$ cat src/rtl/wp_pkg.sv
package wp_pkg;

    localparam int NUM_WAYS = 4;
    localparam int WAY_W    = 2;

    typedef logic [WAY_W-1:0]    way_t;
    typedef logic [NUM_WAYS-1:0] way_vec_t;

    typedef enum logic [1:0] {
        RSP_IDLE,
        RSP_FAST,
        RSP_SLOW,
        RSP_MISS
    } rsp_kind_t;

    // Lowest-numbered set bit of a way vector, 0 when empty.
    function automatic way_t lowest_way(way_vec_t vec);
        way_t idx;
        idx = '0;
        for (int i = NUM_WAYS - 1; i >= 0; i--) begin
            if (vec[i]) idx = way_t'(i);
        end
        return idx;
    endfunction

endpackage

$ cat src/rtl/wp_tag_store.sv
module wp_tag_store
    import wp_pkg::*;
#(
    parameter int SETS  = 8,
    parameter int TAG_W = 7,
    localparam int IDX_W = $clog2(SETS)
) (
    input  logic             clk,
    input  logic             rst,
    input  logic             fill_en,
    input  logic [IDX_W-1:0] fill_set,
    input  way_t             fill_way,
    input  logic [TAG_W-1:0] fill_tag,
    input  logic [IDX_W-1:0] rd_set,
    input  logic [TAG_W-1:0] rd_tag,
    output way_vec_t         match_vec
);

    for (genvar w = 0; w < NUM_WAYS; w++) begin : g_way
        logic [SETS-1:0]  vld_q;
        logic [TAG_W-1:0] tag_q [SETS];
        logic             wr_here;

        assign wr_here = fill_en && (fill_way == way_t'(w));

        always_ff @(posedge clk) begin
            if (rst) begin
                vld_q <= '0;
            end else if (wr_here) begin
                vld_q[fill_set] <= 1'b1;
            end
        end

        always_ff @(posedge clk) begin
            if (wr_here) begin
                tag_q[fill_set] <= fill_tag;
            end
        end

        assign match_vec[w] = vld_q[rd_set] && (tag_q[rd_set] == rd_tag);
    end

endmodule

$ cat src/rtl/wp_data_store.sv
module wp_data_store
    import wp_pkg::*;
#(
    parameter int SETS   = 8,
    parameter int DATA_W = 32,
    localparam int IDX_W = $clog2(SETS)
) (
    input  logic              clk,
    input  logic              fill_en,
    input  logic [IDX_W-1:0]  fill_set,
    input  way_t              fill_way,
    input  logic [DATA_W-1:0] fill_data,
    input  logic [IDX_W-1:0]  rd_set,
    input  way_t              rd_way,
    output logic [DATA_W-1:0] rd_data
);

    logic [DATA_W-1:0] way_word [NUM_WAYS];

    for (genvar w = 0; w < NUM_WAYS; w++) begin : g_way
        logic [DATA_W-1:0] mem_q [SETS];

        always_ff @(posedge clk) begin
            if (fill_en && (fill_way == way_t'(w))) begin
                mem_q[fill_set] <= fill_data;
            end
        end

        assign way_word[w] = mem_q[rd_set];
    end

    assign rd_data = way_word[rd_way];

endmodule

$ cat src/rtl/wp_predictor.sv
module wp_predictor
    import wp_pkg::*;
#(
    parameter int SETS = 8,
    localparam int IDX_W = $clog2(SETS)
) (
    input  logic                        clk,
    input  logic                        rst,
    input  logic                        fill_en,
    input  logic [IDX_W-1:0]            fill_set,
    input  way_t                        fill_way,
    input  logic                        upd_en,
    input  logic [IDX_W-1:0]            upd_set,
    input  way_t                        upd_way,
    output logic [SETS-1:0][WAY_W-1:0]  pred_vec
);

    logic [SETS-1:0][WAY_W-1:0] pred_q;

    for (genvar s = 0; s < SETS; s++) begin : g_set
        logic fill_hit;
        logic upd_hit;

        assign fill_hit = fill_en && (fill_set == IDX_W'(s));
        assign upd_hit  = upd_en  && (upd_set  == IDX_W'(s));

        always_ff @(posedge clk) begin
            if (rst) begin
                pred_q[s] <= '0;
            end else if (fill_hit) begin
                pred_q[s] <= fill_way;
            end else if (upd_hit) begin
                pred_q[s] <= upd_way;
            end
        end
    end

    assign pred_vec = pred_q;

    // leaving reset, every set points at way 0.
    assert_reset_pred_R1: assert property (@(posedge clk)
        $fell(rst) |-> (pred_q == '0))
        else $error("prediction not cleared by reset");

endmodule

$ cat src/rtl/wp_lookup.sv
module wp_lookup
    import wp_pkg::*;
#(
    parameter int ADDR_W = 10,
    parameter int SETS   = 8,
    parameter int DATA_W = 32
) (
    input  logic              clk,
    input  logic              rst,
    input  logic              req_valid,
    input  logic [ADDR_W-1:0] req_addr,
    output logic              req_ready,
    output logic              resp_valid,
    output logic              hit,
    output logic              slow_hit,
    output logic              miss,
    output logic [1:0]        resp_way,
    output logic [DATA_W-1:0] resp_data,
    input  logic              fill_valid,
    input  logic [ADDR_W-1:0] fill_addr,
    input  logic [1:0]        fill_way,
    input  logic [DATA_W-1:0] fill_data
);

    localparam int IDX_W = $clog2(SETS);
    localparam int TAG_W = ADDR_W - IDX_W;

    typedef logic [IDX_W-1:0] set_t;
    typedef logic [TAG_W-1:0] tag_t;

    // First stage: request registered, predicted way examined.
    logic s1_valid;
    set_t s1_set;
    tag_t s1_tag;
    // Second stage: full compare after a wrong guess.
    logic s2_valid;
    set_t s2_set;
    tag_t s2_tag;

    set_t fill_set;
    tag_t fill_tag;
    set_t rd_set;
    tag_t rd_tag;
    way_t rd_way;
    way_t pred_s1;
    way_t hit_way;
    way_vec_t match_vec;
    logic fast_match;
    logic any_match;
    logic accept;
    logic [SETS-1:0][WAY_W-1:0] pred_vec;
    rsp_kind_t kind;

    assign fill_set = fill_addr[IDX_W-1:0];
    assign fill_tag = fill_addr[ADDR_W-1:IDX_W];

    assign req_ready = !(s1_valid && !fast_match);
    assign accept    = req_valid && req_ready;

    always_ff @(posedge clk) begin
        if (rst) begin
            s1_valid <= 1'b0;
            s2_valid <= 1'b0;
        end else begin
            s1_valid <= accept;
            s2_valid <= s1_valid && !fast_match;
        end
    end

    always_ff @(posedge clk) begin
        if (accept) begin
            s1_set <= req_addr[IDX_W-1:0];
            s1_tag <= req_addr[ADDR_W-1:IDX_W];
        end
        if (s1_valid) begin
            s2_set <= s1_set;
            s2_tag <= s1_tag;
        end
    end

    // The two stages never hold work at once, so one compare port serves both.
    assign rd_set = s2_valid ? s2_set : s1_set;
    assign rd_tag = s2_valid ? s2_tag : s1_tag;

    assign pred_s1    = pred_vec[s1_set];
    assign fast_match = match_vec[pred_s1];
    assign any_match  = |match_vec;
    assign hit_way    = lowest_way(match_vec);
    assign rd_way     = s2_valid ? hit_way : pred_s1;

    always_comb begin
        if (s2_valid) begin
            kind = any_match ? RSP_SLOW : RSP_MISS;
        end else if (s1_valid && fast_match) begin
            kind = RSP_FAST;
        end else begin
            kind = RSP_IDLE;
        end
    end

    assign resp_valid = (kind != RSP_IDLE);
    assign hit        = (kind == RSP_FAST) || (kind == RSP_SLOW);
    assign slow_hit   = (kind == RSP_SLOW);
    assign miss       = (kind == RSP_MISS);
    assign resp_way   = rd_way;

    wp_tag_store #(
        .SETS  (SETS),
        .TAG_W (TAG_W)
    ) u_tags (
        .clk       (clk),
        .rst       (rst),
        .fill_en   (fill_valid),
        .fill_set  (fill_set),
        .fill_way  (fill_way),
        .fill_tag  (fill_tag),
        .rd_set    (rd_set),
        .rd_tag    (rd_tag),
        .match_vec (match_vec)
    );

    wp_data_store #(
        .SETS   (SETS),
        .DATA_W (DATA_W)
    ) u_data (
        .clk       (clk),
        .fill_en   (fill_valid),
        .fill_set  (fill_set),
        .fill_way  (fill_way),
        .fill_data (fill_data),
        .rd_set    (rd_set),
        .rd_way    (rd_way),
        .rd_data   (resp_data)
    );

    wp_predictor #(
        .SETS (SETS)
    ) u_pred (
        .clk      (clk),
        .rst      (rst),
        .fill_en  (fill_valid),
        .fill_set (fill_set),
        .fill_way (fill_way),
        .upd_en   (slow_hit),
        .upd_set  (s2_set),
        .upd_way  (hit_way),
        .pred_vec (pred_vec)
    );

    // a response carries exactly one outcome; no outcome flags when idle.
    assert_one_kind_R3: assert property (@(posedge clk) disable iff (rst)
        resp_valid |-> ($countones({hit && !slow_hit, slow_hit, miss}) == 1))
        else $error("response outcome not unique");

    assert_quiet_R3: assert property (@(posedge clk) disable iff (rst)
        !resp_valid |-> (!hit && !slow_hit && !miss))
        else $error("outcome flag without response");

    // a stalled cycle is always followed by the slow outcome.
    assert_stall_R8: assert property (@(posedge clk) disable iff (rst)
        !req_ready |=> (resp_valid && (slow_hit || miss)))
        else $error("stall not followed by slow response");

    // the set learns the way that produced a slow hit.
    assert_learn_R5: assert property (@(posedge clk) disable iff (rst)
        (slow_hit && !(fill_valid && (fill_set == s2_set)))
        |=> (pred_vec[$past(s2_set)] == $past(resp_way)))
        else $error("prediction not updated after slow hit");

    // a miss leaves the set's prediction alone.
    assert_keep_R6: assert property (@(posedge clk) disable iff (rst)
        (miss && !(fill_valid && (fill_set == s2_set)))
        |=> (pred_vec[$past(s2_set)] == $past(pred_vec[s2_set])))
        else $error("prediction changed on miss");

endmodule

$ cat config.mk
export PLATFORM = sky130hd
export DESIGN_NAME = wp_lookup
export DESIGN_NICKNAME = d
export VERILOG_FILES = /design/src/rtl/wp_pkg.sv /design/src/rtl/wp_tag_store.sv /design/src/rtl/wp_data_store.sv /design/src/rtl/wp_predictor.sv /design/src/rtl/wp_lookup.sv
export SDC_FILE = /design/constraint.sdc
export NUM_CORES = 1
export LEC_CHECK = 0
export BUFFER_PORTS_ARGS = -buffer_cell sky130_fd_sc_hd__buf_2
export CAP_MARGIN = 40
export CORE_UTILIZATION = 50
export CTS_CLUSTER_DIAMETER = 60
export DETAILED_ROUTE_END_ITERATION = 12
export HOLD_SLACK_MARGIN = 0.1
export PLACE_DENSITY = 0.73
export SLEW_MARGIN = 20
export SYNTH_ARGS = -nofsm -noshare
export SYNTH_HDL_FRONTEND = slang
export SYNTH_HIERARCHICAL = 1
export SYNTH_SLANG_ARGS = --single-unit
$ cat constraint.sdc
create_clock -name clk -period 11.55 [get_ports clk]
set_clock_uncertainty 0.15 [all_clocks]
set_input_delay 0.5775 -clock clk [delete_from_list [all_inputs] [get_ports clk]]
set_output_delay 0.5775 -clock clk [all_outputs]
set_load 0.01 [all_outputs]
# Word level (Yosys, flattened, before mapping)
# Memories as Yosys holds them, arrays and structs flattened.
# Index checks and enable logic that the tools add are counted.
# word_totals
ff_bits	70
ram_bits	1248
input_bits	58
output_inout_bits	39
word_cells	156
n_memories	8
# op_classes
order_cmp	6
eq_ne	24
mux	51
n_bitwise	5
n_reduce_logical	44
# mem_list
memory	depth	word_bits	rd	rd_clocked_by_memory_dff	write_ports	line	source
u_data.g_way[0].mem_q	8	32	1	0	1	wp_data_store.sv:21	logic [DATA_W-1:0] mem_q [SETS];
u_data.g_way[1].mem_q	8	32	1	0	1	wp_data_store.sv:21	
u_data.g_way[2].mem_q	8	32	1	0	1	wp_data_store.sv:21	
u_data.g_way[3].mem_q	8	32	1	0	1	wp_data_store.sv:21	
u_tags.g_way[0].tag_q	8	7	1	0	1	wp_tag_store.sv:21	logic [TAG_W-1:0] tag_q [SETS];
u_tags.g_way[1].tag_q	8	7	1	0	1	wp_tag_store.sv:21	
2 more memories	n/a	n/a	n/a	n/a	n/a	n/a	
# op_table
op	count
32-bit binary-select mux with 2-bit select	1
32-bit 2-to-1 mux	2
2-bit 2-to-1 mux	23
8-bit bitwise OR	4
7-bit == test	4
1-bit logical AND	28
3-bit == test (second input constant)	8
2-bit nonzero test	9
1-bit 2-to-1 mux	16
1-bit binary-select mux with 3-bit select	4
3-bit by 2-bit == test with 1-bit output (second input constant)	4
3-bit by 4-bit less-than comparator with 1-bit output (second input constant)	3
2-bit == test (second input constant)	4
7-bit 2-to-1 mux	1
2-bit binary-select mux with 3-bit select	1
3-bit by 1-bit == test with 1-bit output (second input constant)	2
3-bit logical NOT	2
2-bit by 1-bit == test with 1-bit output (second input constant)	2
4-bit OR reduction	1
1-bit demux with 3-bit select	1
3-bit by 1-bit greater-or-equal comparator with 1-bit output (second input constant)	1
3-bit greater-or-equal comparator (second input constant)	1
2-bit by 3-bit less-than comparator with 1-bit output (second input constant)	1
3-bit 2-to-1 mux	1
other kinds (5)	6

# Logic depth before layout (Yosys ltp)
# logic_depth
ltp_word	13
mapped_depth	21
mapped_depth_nobuf	14

# Modules after synthesis
# Netlist, hierarchy kept.
# modules_own_cells
mod	instances	cells_per_inst	area_per_inst_um2	seq_area_each_um2
wp_data_store	1	2228	39850.7	30749.5
wp_tag_store	1	581	10278.6	7367.1
wp_lookup	1	71	1087.3	640.6
wp_predictor	1	86	857.1	320.3

# Worst setup path after synthesis
# OpenSTA, ideal clock, no wires.
# synth_timing
path_kind	register -> output
start	reg s2_valid
end	out resp_data[10]
t_arrival_ns	4.002
required_ns	10.823
path_slack_ns	6.820
path_stages_with_launch	21
n_path_buf	6
path_cell_list	dfxtp_1 clkbuf_1 mux2_2 buf_6 buf_12 and2b_1 clkbuf_1 a22o_1 a221oi_1 xor2_1 nor4_2 nor2_1 nor3_1 nand2_1 o21ai_0 or2_2 clkbuf_1 clkbuf_1 nor3_1 a31oi_1 nand3_1
# synth_via
elab_cells_between_ends	35
classes_between	4 x eq/ne; 18 x mux; 1 x bitwise; 4 x reduce/logical; 8 x memory
# synth_rtl
item	line	source
from (decl)	wp_lookup.sv:36	logic s2_valid;
from (signal assigned)	wp_lookup.sv:66	s2_valid <= s1_valid && !fast_match;
3-bit 2-to-1 mux (*)	wp_lookup.sv:82	assign rd_set = s2_valid ? s2_set : s1_set;
net rd_set[0]	wp_lookup.sv:42	set_t rd_set;
memory read 8 x 7 bit / 1-bit binary-select mux with 3-bit select (equally long branches)	n/a	
7-bit == test / 1-bit 2-to-1 mux (equally long branches)	wp_tag_store.sv:40	assign match_vec[w] = vld_q[rd_set] && (tag_q[rd_set] == rd_tag);
1-bit logical AND (*)	wp_tag_store.sv:40	
net match_vec[2]	wp_lookup.sv:47	way_vec_t match_vec;
2-bit 2-to-1 mux (*) (3 in series)	wp_pkg.sv:21	if (vec[i]) idx = way_t'(i);
net hit_way[1]	wp_lookup.sv:46	way_t hit_way;
2-bit 2-to-1 mux (*)	wp_lookup.sv:89	assign rd_way = s2_valid ? hit_way : pred_s1;
net resp_way[1]	wp_lookup.sv:17	output logic [1:0] resp_way,
2-bit NOT with 3-bit output (implied by the code) (*)	wp_data_store.sv:32	assign rd_data = way_word[rd_way];
32-bit binary-select mux with 2-bit select (*)	wp_data_store.sv:32	
32-bit 2-to-1 mux (implied by the code) (*) (2 in series)	wp_data_store.sv:32	
to (decl)	wp_lookup.sv:18	output logic [DATA_W-1:0] resp_data,
# Mark *: on every way through the listed nets, which the timed path passes. The rest lies on a longest branch. The select of a mux whose other input is x is not followed.

# Worst setup path after layout
# layout_timing
start	reg s2_valid
end	out resp_data[2]
# layout_via
elab_cells_between_ends	35
classes_between	4 x eq/ne; 18 x mux; 1 x bitwise; 4 x reduce/logical; 8 x memory
# layout_rtl
item	line
3-bit 2-to-1 mux (*)	wp_lookup.sv:82
net rd_set[2]	wp_lookup.sv:42
memory read 8 x 7 bit / 1-bit binary-select mux with 3-bit select (equally long branches)	n/a
7-bit == test / 1-bit 2-to-1 mux (equally long branches)	wp_tag_store.sv:40
1-bit logical AND (*)	wp_tag_store.sv:40
net match_vec[2]	wp_lookup.sv:47
2-bit 2-to-1 mux (*) (3 in series)	wp_pkg.sv:21
net hit_way[1]	wp_lookup.sv:46
2-bit 2-to-1 mux (*)	wp_lookup.sv:89
2-bit NOT with 3-bit output (implied by the code) (*)	wp_data_store.sv:32
32-bit binary-select mux with 2-bit select (*)	wp_data_store.sv:32
32-bit 2-to-1 mux (implied by the code) (*) (2 in series)	wp_data_store.sv:32
# Marks and branches as above.

==> results.md <==
- Initial Utilization: 0.504
- Max Fanout on Critical Path: 47
- Area growth syn-to-layout: 12.9%
- Worst hold slack: 145 ps
- TritonCTS clock tree: yes
- Final wirelength: 123 mm
- Setup repair after global routing missed its margin: no
- Via count: 28.0k
- Drt pass-1 iters: 5
- Largest net degree at the start of global routing: 129
- Global placement routability congestion: 0.796
- Clock buffer depth: 3
- Flop pwr share: 0.525
- CP max-delay cell: dfxtp_1
- Worst hold path type: in -> reg
- IO Count: 97
- Outcome: completed
- Post-Layout Cell Count: 4615
- Tmin final: 7920 ps
- Setup TNS Final: 0 ps
- Hpwl dp: 65.4 mm
- Remaining global-route overflow: 0
- Share of cells above drive strength 1: 0.144
- Vias in the first global route: 27.0k
- Root Buffer: clkbuf_16
- H-tree depth: 4
- F_max: 126 MHz
- Synth Instances: 2966
- Post-synthesis async set-or-reset flop share: 0
- Syn_nets: 3026
- Post-route ant nets: 0
- Part of the cycle the worst path needs: 0.686
- Slowest stage delay, CP: 790 ps
- Die X: 325 um
- Clock sinks: 1318
- WL per Instance: 26.6 um
- # port buffers: 96
- Gr usage total: 0.230
- Cell-internal power: 7.89 mW
- Area of placed instances: 0.0543 mm^2
- First-pass GRT wire length: 178 mm
- Crit-path cells: mux2_4, buf_4, mux2i_1, a22o_1, a221oi_1, xor2_1, nor4_2, nor2_1, nor3_1, buf_2, nand2_1, o21ai_0, nand2b_2, buf_4, a21oi_1, nand3_1, nand3_1, buf_2
- Sw Pwr: 2.24 mW
- Die area: 0.105 mm^2
- Pleak: 20.3 nW
- Final hold violations: 0
- Tot Pwr: 10.1 mW
- Unique cell type count in the Yosys netlist: 62
- Placed Cells incl. Taps: 4354
- Sequential share of the synthesized area: 0.750
- Syn avg cell area: 17.6 um^2
- Startpoint types: flop
- Post-synth EDFFs: 1268
- Post-DR vias/cell: 6.07
- Clock Power Share: 0.407
- DRC viols: 0
- Seq cells post-synth: 1318
- Logic pwr share: 0.068
- Number of gates resized after cts: 0
- Antenna violations before repair: 14
- WP data required: 10820 ps
- Critical path class: reg -> out
- Top FF cell, synth: edfxtp_1
- FP Rows: 118
- Post-CTS setup buffers: 0
- Share of the synthesized area in the top cell type: 0.731
- Max_cap viols: 0
- # hold bufs at CTS: 12
- Initial drt markers: 3378
- RR Startpoint: s2_valid
- Area contributors post-synth: edfxtp_1 (73%), mux2i_1 (11%), dfxtp_1 (1.9%)
- Slew Limit Fails: 0
- Worst Hold Launch: fill_data[17]
- Max IR drop VDD: 0.109 mV
- Synthesized cell area: 0.0521 mm^2
- Power per cell area: 172 mW/mm^2
- Ys Warns: 6
- Clock transition at the registers of the reported paths: 60 ps
- Number of buffers created by CTS: 132
- Die H: 325 um
- Crit path launch: s2_valid
- Area leader, netlist: edfxtp_1
- Critical Path End Type: output port
- Worst slew pin tran: 1050 ps
- Core area: 0.103 mm^2
- Switch share: 0.221
- WP data arrival: 7200 ps
- Max-Slew Margin vs Limit: 0.297
- # nets final: 3197
- Final instance area: 0.0588 mm^2
- Final setup fails: 0
- Clock Latency Late Sink: 760 ps
-- critical path, delay by kind of cell (launching register included) --
kind	cells	cell delay (ps)
AND/OR/NAND/NOR	7	1880
buffers and inverters	4	1810
AO/OA/AOI/OAI	4	940
multiplexers	2	820
flip-flops	1	790
XOR/XNOR	1	130
-- synth_stat cells, drive strengths merged, types with 14 or more instances --
cell,count
a211oi,16
a21oi,106
a22o,65
a22oi,114
a31oi,32
buf,109
clkbuf,56
dfxtp,50
edfxtp,1268
mux2i,598
mux4,45
nand2,103
nand3,103
nor2,152
nor3,34
xor2,14
-- path summary, 6_finish.rpt --
kind,end,slack [ps],depth (start not counted)
worst max-delay path,resp_data[2],3630,18
worst min-delay path,u_data/g_way[3].mem_q[7][17],140,1
worst max register to register,u_pred/pred_vec[3],6080,14
worst min register to register,s2_tag[1],300,0
-- per-layer routing --
layer / vias to the layer above / GRT usage / share of wire
met2: 1267 / 0.368 / 0.48
met3: 250 / 0.0478 / 0.088
met1: 14400 / 0.313 / 0.40
met5: - / 0 / 0.0010
met4: 22 / 0.0821 / 0.030
li1: 12100 / - / -
-- flip-flops by register name, indices dropped and copies added (netlist names) --
| register | cells |
|---|---|
| s2_tag | 7 |
| s2_valid | 1 |
| s1_valid | 1 |
| u_tags/g_way.vld_q | 32 |
| u_data/g_way.mem_q | 1024 |
| u_tags/g_way.tag_q | 224 |
| s1_set | 3 |
| s1_tag | 7 |
| s2_set | 3 |
| u_pred/pred_vec | 16 |
-- layout make-up --
class | instances | area [um^2]
Fill cell | 7642 | 44600
Sequential cell | 1318 | 39100
Tap cell | 1380 | 1730
Timing Repair Buffer | 202 | 1540
Clock buffer | 164 | 3450
Clock inverter | 67 | 714
Antenna cell | 1 | 2.50
Inverter | 6 | 22.5
Multi-Input combinational cell | 1477 | 12200
-- power by group through the flow --
| stage | sequential (mW) | clock, mW | combinational, mW |
|---|---|---|---|
| final | 5.32 | 4.12 | 0.684 |
| after global routing | 5.32 | 4.35 | 0.723 |
| after CTS | 5.32 | 4.17 | 0.678 |
| after detailed placement | 5.42 | 0 | 0.672 |
| after global placement | 5.42 | 0 | 0.651 |
| after floorplan | 5.41 | 0 | 0.420 |
-- placed cells by master, fill, tap and decap left out, drive strengths merged, types with 43 or more instances in the layout --
cell type,instances
a22oi,114
nand3,103
mux2i,598
buf,189
a21oi,106
mux4,45
dfxtp,50
edfxtp,1268
nor2,152
clkbuf,165
clkinv,43
a22o,65
nand2,103
-- cell families (layout without fill, tap and decap cells) --
logic type	Yosys count	count (layout)	share of synthesized area
muxes	654	654	0.138
DFF	1318	1318	0.750
other	0	1	0
AOI/OAI and AO/OA	350	350	0.0461
buffers and inverters	171	439	0.0202
adders and majority gates	2	2	0.000480
xor gates and xnor gates	22	22	0.00370
and+or+nand+nor	449	449	0.0410
-- per-stage QoR --
stage,utilization,worst slack [ps]
floorplan,-,6820
global placement,0.522,4090
detailed placement,0.526,4430
CTS,0.567,3590
global route,0.569,3180
finish,0.569,3630
(Power assumes the default switching activity.)
